--- config.mk ---
export PLATFORM = sky130hd
export DESIGN_NAME = frame_addr_ctr
export DESIGN_NICKNAME = d
export VERILOG_FILES = /design/src/rtl/fac_pkg.sv /design/src/rtl/fac_limit_bank.sv /design/src/rtl/fac_addr_counter.sv /design/src/rtl/fac_readback.sv /design/src/rtl/frame_addr_ctr.sv
export SDC_FILE = /design/constraint.sdc
export NUM_CORES = 1
export LEC_CHECK = 0
export BUFFER_PORTS_ARGS = -buffer_cell sky130_fd_sc_hd__buf_4
export CAP_MARGIN = 20
export CORE_MARGIN = 1
export CORE_UTILIZATION = 25
export CTS_CLUSTER_SIZE = 24
export DETAILED_ROUTE_END_ITERATION = 10
export HOLD_SLACK_MARGIN = 0.03
export PLACE_DENSITY_LB_ADDON = 0.1
export SYNTH_ARGS = -nofsm -noshare
export SYNTH_HDL_FRONTEND = slang
export SYNTH_SLANG_ARGS = --single-unit
--- constraint.sdc ---
create_clock -name clk -period 4.3 [get_ports clk]
set_input_delay 0.86 -clock clk [delete_from_list [all_inputs] [get_ports clk]]
set_output_delay 0.86 -clock clk [all_outputs]
set_load 0.05 [all_outputs]
--- src/rtl/fac_pkg.sv ---
package fac_pkg;
    localparam int IDX_W     = 20;
    localparam int TYPE_W    = 3;
    localparam int NUM_TYPES = 7;
    localparam int MAX_TYPE  = NUM_TYPES - 1;
    localparam int ADDR_W    = IDX_W + TYPE_W;
    localparam int RB_W      = 32;
    localparam int SEL_W     = 3;

    typedef logic [IDX_W-1:0]  idx_t;
    typedef logic [TYPE_W-1:0] btype_t;

    typedef struct packed {
        btype_t btype;
        idx_t   idx;
    } faddr_t;

    typedef logic [NUM_TYPES-1:0][IDX_W-1:0] limits_t;

    typedef enum logic [1:0] {
        MV_HOLD,
        MV_STEP,
        MV_ROLL,
        MV_SAT
    } move_e;

    // Packed readback layout; neighbours decode these bit positions.
    function automatic logic [RB_W-1:0] pack_limits(limits_t l, logic [SEL_W-1:0] sel);
        logic [RB_W-1:0] w;
        case (sel)
            3'd0:    w = {l[1][11:0], l[0]};
            3'd1:    w = {l[3][3:0], l[2], l[1][19:12]};
            3'd2:    w = {16'h0000, l[3][19:4]};
            3'd4:    w = {l[5][11:0], l[4]};
            3'd5:    w = {4'h0, l[6], l[5][19:12]};
            default: w = '0;
        endcase
        return w;
    endfunction
endpackage

--- src/rtl/fac_limit_bank.sv ---
module fac_limit_bank
    import fac_pkg::*;
(
    input  logic             clk,
    input  logic             rst,
    input  logic             we,
    input  logic [SEL_W-1:0] sel,
    input  idx_t             val,
    output limits_t          lims,
    output logic             any_set
);
    idx_t lim_q [NUM_TYPES];

    for (genvar g = 0; g < NUM_TYPES; g++) begin : g_lim
        always_ff @(posedge clk) begin
            if (rst) begin
                lim_q[g] <= '0;
            end else if (we && (sel == SEL_W'(g))) begin
                lim_q[g] <= val;
            end
        end
        assign lims[g] = lim_q[g];
    end

    assign any_set = |lims;
endmodule

--- src/rtl/fac_addr_counter.sv ---
module fac_addr_counter
    import fac_pkg::*;
(
    input  logic    clk,
    input  logic    rst,
    input  logic    load,
    input  faddr_t  load_addr,
    input  logic    incr,
    input  logic    enable,
    input  limits_t lims,
    output faddr_t  addr,
    output logic    err
);
    localparam btype_t MAX_BT = btype_t'(MAX_TYPE);

    faddr_t           addr_q;
    logic             err_q;
    idx_t             cur_lim;
    logic [IDX_W:0]   nxt_idx;
    move_e            move;

    always_comb begin
        cur_lim = '0;
        for (int t = 0; t < NUM_TYPES; t++) begin
            if (addr_q.btype == btype_t'(t)) cur_lim = lims[t];
        end
    end

    assign nxt_idx = {1'b0, addr_q.idx} + {{IDX_W{1'b0}}, 1'b1};

    always_comb begin
        if (!incr || !enable) begin
            move = MV_HOLD;
        end else if (nxt_idx > {1'b0, cur_lim}) begin
            move = (addr_q.btype >= MAX_BT) ? MV_SAT : MV_ROLL;
        end else begin
            move = MV_STEP;
        end
    end

    always_ff @(posedge clk) begin
        if (rst) begin
            addr_q <= '0;
            err_q  <= 1'b0;
        end else if (load) begin
            addr_q.idx <= load_addr.idx;
            if (load_addr.btype > MAX_BT) begin
                addr_q.btype <= MAX_BT;
                err_q        <= 1'b1;
            end else begin
                addr_q.btype <= load_addr.btype;
            end
        end else begin
            case (move)
                MV_STEP: addr_q.idx <= nxt_idx[IDX_W-1:0];
                MV_ROLL: begin
                    addr_q.idx   <= '0;
                    addr_q.btype <= addr_q.btype + btype_t'(1);
                end
                MV_SAT: begin
                    addr_q.idx   <= '0;
                    addr_q.btype <= MAX_BT;
                    err_q        <= 1'b1;
                end
                default: ;
            endcase
        end
    end

    assign addr = addr_q;
    assign err  = err_q;
endmodule

--- src/rtl/fac_readback.sv ---
module fac_readback
    import fac_pkg::*;
(
    input  limits_t          lims,
    input  logic [SEL_W-1:0] sel,
    output logic [RB_W-1:0]  word
);
    always_comb word = pack_limits(lims, sel);
endmodule

--- src/rtl/frame_addr_ctr.sv ---
module frame_addr_ctr
    import fac_pkg::*;
(
    input  logic              clk,
    input  logic              rst,
    input  logic              lim_we,
    input  logic [SEL_W-1:0]  lim_sel,
    input  logic [IDX_W-1:0]  lim_val,
    input  logic              load,
    input  logic [TYPE_W-1:0] load_btype,
    input  logic [IDX_W-1:0]  load_idx,
    input  logic              incr,
    input  logic [SEL_W-1:0]  rb_sel,
    output logic [IDX_W-1:0]  frame_idx,
    output logic [TYPE_W-1:0] block_type,
    output logic [ADDR_W-1:0] place_addr,
    output logic              ovf_err,
    output logic              row_cfg,
    output logic [RB_W-1:0]   rb_word
);
    limits_t lims;
    faddr_t  cur;
    faddr_t  ld;

    assign ld.btype = load_btype;
    assign ld.idx   = load_idx;

    fac_limit_bank u_bank (
        .clk     (clk),
        .rst     (rst),
        .we      (lim_we),
        .sel     (lim_sel),
        .val     (lim_val),
        .lims    (lims),
        .any_set (row_cfg)
    );

    fac_addr_counter u_cnt (
        .clk       (clk),
        .rst       (rst),
        .load      (load),
        .load_addr (ld),
        .incr      (incr),
        .enable    (row_cfg),
        .lims      (lims),
        .addr      (cur),
        .err       (ovf_err)
    );

    fac_readback u_rb (
        .lims (lims),
        .sel  (rb_sel),
        .word (rb_word)
    );

    assign frame_idx  = cur.idx;
    assign block_type = cur.btype;
    assign place_addr = cur;
endmodule

==> metrics.md, run 1 <==
| Metric | Value |
|---|---|
| Setup Skew | 11.4 ps |
| H-tree Lvls | 4 |
| Die area | 40500 um2 |
| Synth area leaders | edfxtp_1, and2_1, mux4_2, dfxtp_1, nand2_1 |
| CTS Root Buffer Type | clkbuf_16 |
| Total grt overflow | 0 |
| Post-synthesis register bit count | 164 |
| CTS tree | done |
| Syn-to-layout area delta | 24.4% |
| Leak | 4.71 nW |
| Clock transition at path regs | 70 ps |
| First-pass GRT wire length | 60200 um |
| Hold Path Class | register to register |
| I/O Buffers | 133 |
| Crit path DAT | 4480 ps |
| # DRC | 0 |
| Nets | 1154 |
| Fmax | 0.244 GHz |
| GRT Overall Usage | 20.9% |
| Num CTS Buffers | 17 |
| Routed len/inst | 26.8 um |
| Largest net degree at the start of global routing | 41 |
| Placer Congestion | 0.842 |
| Synth cell count leaders | and2_1, edfxtp_1, nand2_1 |
| Row cnt | 72 |
| Layout cells sized above 1 | 24.8% |
| Io pins | 134 |
| Crit path time final | 4100 ps |
| DR pass1 iterations | 5 |
| Clock Path Buffers | 2 |
| Post-cts hold buffer count | 0 |
| Remaining antenna violation count after routing | 0 |
| Worst Tran Pin Value | 1070 ps |
| CORE AREA | 38900 um2 |
| Crit path cell chain | inv_1 > ha_2 > nor3b_4 > buf_12 > buf_12 > a22oi_1 > a211oi_1 > a21oi_1 > a211oi_2 > o22ai_2 > ha_1 > nand4_1 > nor4_2 > o21ai_1 > a31oi_2 > buf_6 > o21ai_4 > or4_1 > a21oi_1 |
| Largest stage delay, worst path | 430 ps |
| Power Density | 382 nW/um2 |
| Final TNS setup | 0 ps |
| CP Buf/Inv Count | 4 |
| Avg Synthesized Cell Area | 10.3 um2 |
| Syn Inst Count | 965 |
| Initial DRC count | 698 |
| Vias/cell | 5.18 |
| DIE HEIGHT | 201 um |
| Initial Util | 25.5% |
| Via count | 8321 |
| Area leader, netlist | edfxtp_1 |
| Clock latency on the worst-skew pair | 460 ps |
| Cell variety after synth | 57 |
| Rel. slew slack | 28.6% |
| Asr flop ratio synth | 0% |
| Yosys top cell area share | 42.4% |
| Period utilization | 95.3% |
| Cell Area, Synth | 9930 um2 |
| Vias in the first global route | 8126 |
| Max-Cap Viols | 0 |
| CP Capture Type | register |
| Crit Path Category | register to register |
| Startpoint Class | register |
| Clk sinks | 164 |
| Status | finished, final reports clean |
| # setup viols final | 0 |
| Post-synthesis sequential area ratio | 47.2% |
| Fin. max-slew vios | 0 |
| Crit-path slowest cell | or4_1 |
| Worst VDD drop | 0.298 mV |
| Total power draw | 4.72 mW |
| Die W | 201 um |
| Dpl hpwl | 29900 um |
| EDFF count, synth | 140 |
| Most frequent cell after synthesis | and2_1 |
| Initial antenna violation count | 1 |
| CP max FO | 8 |
| Top FF cell, synth | edfxtp_1 |
| Syn Nets | 1045 |
| DRT Wirelength | 42900 um |
| Synth warnings | 0 |
| Worst Path Required | 4680 ps |
| CP delay by family, top | compound AO/OA/AOI/OAI gates |
| Final Hold Vio Count | 0 |
| Diodes inserted | 0 |
[power breakdown]
group,internal [mW],switching (mW),leakage [nW],total (mW)
clock network,0.815,0.734,0.273,1.55
registers,1.84,0.156,1.55,1.99
logic,0.438,0.736,2.88,1.17
total,3.09,1.63,4.71,4.72
[cell families after synthesis]
kind of cell,Yosys count,share of synthesized area [%]
AOI/OAI and AO/OA,194,13.2
DFF,164,47.2
buffers and inverters,119,5.51
adders and majority gates,26,3.28
and+or+nand+nor,411,22.4
muxes,33,6.86
xor gates and xnor gates,18,1.59
[layout by cell type, fill, tap and decap left out, drive strengths merged, types with 3 or more instances in the layout]
master / n
xor2: 4
o21ai: 31
clkinv: 7
o21bai: 3
nor4: 40
clkbuf: 20
ha: 26
nor3: 12
o31a: 5
mux4: 28
and2: 141
nand3: 19
buf: 173
a31o: 4
a22oi: 31
a31oi: 7
a211oi: 42
a21oi: 37
xnor2: 14
nand2: 90
and4: 3
dfxtp: 24
nor2b: 15
nor2: 62
inv: 37
clkinvlp: 3
edfxtp: 140
nand4: 15
nand2b: 3
a221oi: 3
a21o: 3
and3: 4
mux2i: 5
o22ai: 19
[path summary, 6_finish.rpt]
kind	start	end	slack, ps	cells past startpoint
max reg2reg	u_cnt.addr[21]$_SDFFE_PP0P_	u_cnt.err$_SDFFE_PP0P_	200	19
max	u_cnt.addr[21]$_SDFFE_PP0P_	u_cnt.err$_SDFFE_PP0P_	200	19
min	u_cnt.addr[19]$_SDFFE_PP0P_	u_cnt.addr[19]$_SDFFE_PP0P_	560	2
min reg2reg	u_cnt.addr[19]$_SDFFE_PP0P_	u_cnt.addr[19]$_SDFFE_PP0P_	560	2
[worst register-to-register path, stage by stage (launching register included)]
cell and delay (ps):
dfxtp_1 330, inv_1 70, ha_2 200, nor3b_4 230
buf_12 150, buf_12 130, a22oi_1 90, a211oi_1 240
a21oi_1 80, a211oi_2 240, o22ai_2 140, ha_1 310
nand4_1 230, nor4_2 400, o21ai_1 140, a31oi_2 220
buf_6 170, o21ai_4 80, or4_1 430, a21oi_1 150
[cell type report]
type                    count  area (um2)
clock inverters            14         151
well taps                 518         648
multi-input cells         682        4850
fillers                  4029       26600
clock buffers              18         429
repair buffers            175        1460
flip-flops and latches    164        4680
inverters                  34         128
[routing by layer]
metal  wire [um]  part of all wire [%]  vias to the layer above  global-route usage, %
met3        2560                   6.0                       63                   4.05
met4        1180                   2.8                        2                   7.33
li1            -                     -                     3762                      -
met1       18400                    43                     4149                   26.7
met5          13                 0.030                        -                      0
met2       20800                    48                      345                   35.1
[timing repair]
| action | in CTS | in global routing |
|---|---|---|
| endpoints found under the setup margin | 0 | 24 |
| gates resized for setup | 0 | 17 |
| buffers inserted | 0 | 2 |
[stage by stage]
step           hold WS (ps)  instance area, um2  instances  util [%]  setup WS (ps)
5_1_grt                 613               12300       1605      31.7          -3.40
3_3_place_gp            539               11600       1569      29.8            171
3_5_place_dp            541               11600       1569      29.8            117
2_1_floorplan           721                9930        965         -           47.6
4_1_cts                 555               12200       1601      31.3           71.5
6_report                560               12300       1605      31.7            203
[flip-flops by register name (all words and copies together), names as in the netlist]
| signal | cells |
|---|---|
| u_cnt.err | 1 |
| u_bank.lim_q | 140 |
| u_cnt.addr | 23 |
Note: power is estimated with default switching activity, not from simulation.
==> run 2: changes to the inputs <==
Settings changed: PLACE_DENSITY_LB_ADDON 0.1 to 0.25.
==> metrics.md, run 2 (synthesis gave the netlist of run 1 again) <==
| Metric | Value |
|---|---|
| Status | finished, final reports clean |
| Worst Path Required | 4670 ps |
| Initial antenna violation count | 0 |
| Remaining antenna violation count after routing | 0 |
| Nets | 1147 |
| CORE AREA | 38900 um2 |
| DIE HEIGHT | 201 um |
| Placer Congestion | 0.914 |
| Period utilization | 95.6% |
| Vias/cell | 5.27 |
| First-pass GRT wire length | 55800 um |
| Layout cells sized above 1 | 24.1% |
| Fmax | 0.243 GHz |
| I/O Buffers | 133 |
| Crit-path slowest cell | or4_1 |
| Final worst slack | 188 ps |
| Largest net degree at the start of global routing | 41 |
| GRT Overall Usage | 19.0% |
| Clock latency on the worst-skew pair | 460 ps |
| Crit path cell chain | inv_1 > ha_1 > nor3b_4 > buf_4 > clkbuf_16 > a22oi_1 > a211oi_1 > a21oi_1 > a211oi_1 > o22ai_1 > ha_1 > nand4_1 > nor4_2 > o21ai_0 > a31oi_2 > buf_6 > o21ai_4 > or4_1 > a21oi_1 |
| Hold Path Class | register to register |
| DRT Wirelength | 39200 um |
| Dpl ws | 167 ps |
| Diodes inserted | 0 |
| Post-cts hold buffer count | 0 |
| # setup viols final | 0 |
| Routed len/inst | 24.5 um |
| Final TNS setup | 0 ps |
| Initial Util | 25.5% |
| CTS Root Buffer Type | clkbuf_16 |
| Syn-to-layout area delta | 24.0% |
| CP max FO | 10 |
| Clk sinks | 164 |
| CTS tree | done |
| Crit path DAT | 4480 ps |
| Vias in the first global route | 7823 |
| Final Hold Vio Count | 0 |
| H-tree Lvls | 4 |
| Num CTS Buffers | 17 |
| Post-Layout Inst Area | 12300 um2 |
| Power Density | 385 nW/um2 |
| Largest Register | u_bank.lim_q |
| Worst Tran Pin Value | 1060 ps |
| Startpoint Class | register |
| CP Capture Type | register |
| DR pass1 iterations | 7 |
| Via count | 8414 |
| Setup Skew | 27.3 ps |
| # DRC | 0 |
| Worst Setup SP | u_cnt.addr[21]$_SDFFE_PP0P_ |
| Total power draw | 4.74 mW |
| Max FFs per register | 140 |
| Commonest cells after routing, fill and taps aside | buf_4, and2_1, edfxtp_1, nand2_1, nor2_1 |
| Initial DRC count | 927 |
| Row cnt | 72 |
| Io pins | 134 |
| Die W | 201 um |
| Crit Path Category | register to register |
| Most common cell after layout, fill and taps aside | buf_4 |
| Rel. slew slack | 29.0% |
| Worst VDD drop | 0.246 mV |
| Clock Path Buffers | 2 |
| Dpl hpwl | 27200 um |
| Fin. max-slew vios | 0 |
| Die area | 40500 um2 |
| Max-Cap Viols | 0 |
| Fin Hold WS | 579 ps |
| Placed inst area | 11600 um2 |
| Leak | 4.68 nW |
| Total grt overflow | 0 |
| Reg2reg start | u_cnt.addr[21]$_SDFFE_PP0P_ |
| Largest stage delay, worst path | 410 ps |
| Hold path start | u_cnt.addr[11]$_SDFFE_PP0P_ |
| Clock transition at path regs | 80 ps |
| Crit path time final | 4110 ps |
[run 2: what timing repair did]
| action | 4_1_cts | 5_1_grt |
|---|---|---|
| endpoints found under the setup margin | 0 | 23 |
| gates resized for setup | 0 | 13 |
| setup buffers | 0 | 3 |
[run 2: area by class of cell]
type,instances,area (um2)
clock buffers,17,425
clock inverters,15,184
fillers,4037,26600
inverters,34,128
multi-input cells,682,4860
flip-flops and latches,164,4680
well taps,518,648
repair buffers,168,1380
[run 2: path summary, 6_finish.rpt]
| path | to | slack, ps | cells past startpoint |
|---|---|---|---|
| hold / removal | u_cnt.addr[11]$_SDFFE_PP0P_ | 580 | 2 |
| setup / recovery | u_cnt.err$_SDFFE_PP0P_ | 190 | 19 |
| setup reg to reg | u_cnt.err$_SDFFE_PP0P_ | 190 | 19 |
| hold reg to reg | u_cnt.addr[11]$_SDFFE_PP0P_ | 580 | 2 |
[run 2: through the flow]
stage,util (%),std cells
final,31.6,1598
after global routing,31.6,1598
after CTS,31.2,1592
after detailed placement,29.7,1560
after global placement,29.7,1560
after floorplan,-,965
[run 2: worst max-delay path, delay by kind of cell, from the launching register on]
kind,cells,cell delay (ps)
fa+ha+maj,2,580
flops,1,330
compound gates,9,1410
buf+inv,4,600
simple gates,4,1110
[run 2: where the power goes]
group	total [mW]	internal (mW)	switching (mW)
Combinational	1.13	0.421	0.713
Sequential	1.99	1.84	0.155
Clock	1.61	0.837	0.777
Total	4.74	3.10	1.64
[run 2: metal layers]
layer | routed length (um) | vias up | global-route usage (%)
li1 | - | 3763 | -
met1 | 17100 | 4106 | 25.9
met2 | 17500 | 474 | 29.4
met3 | 3420 | 71 | 4.60
met4 | 1150 | 0 | 6.41
met5 | 0 | - | 0
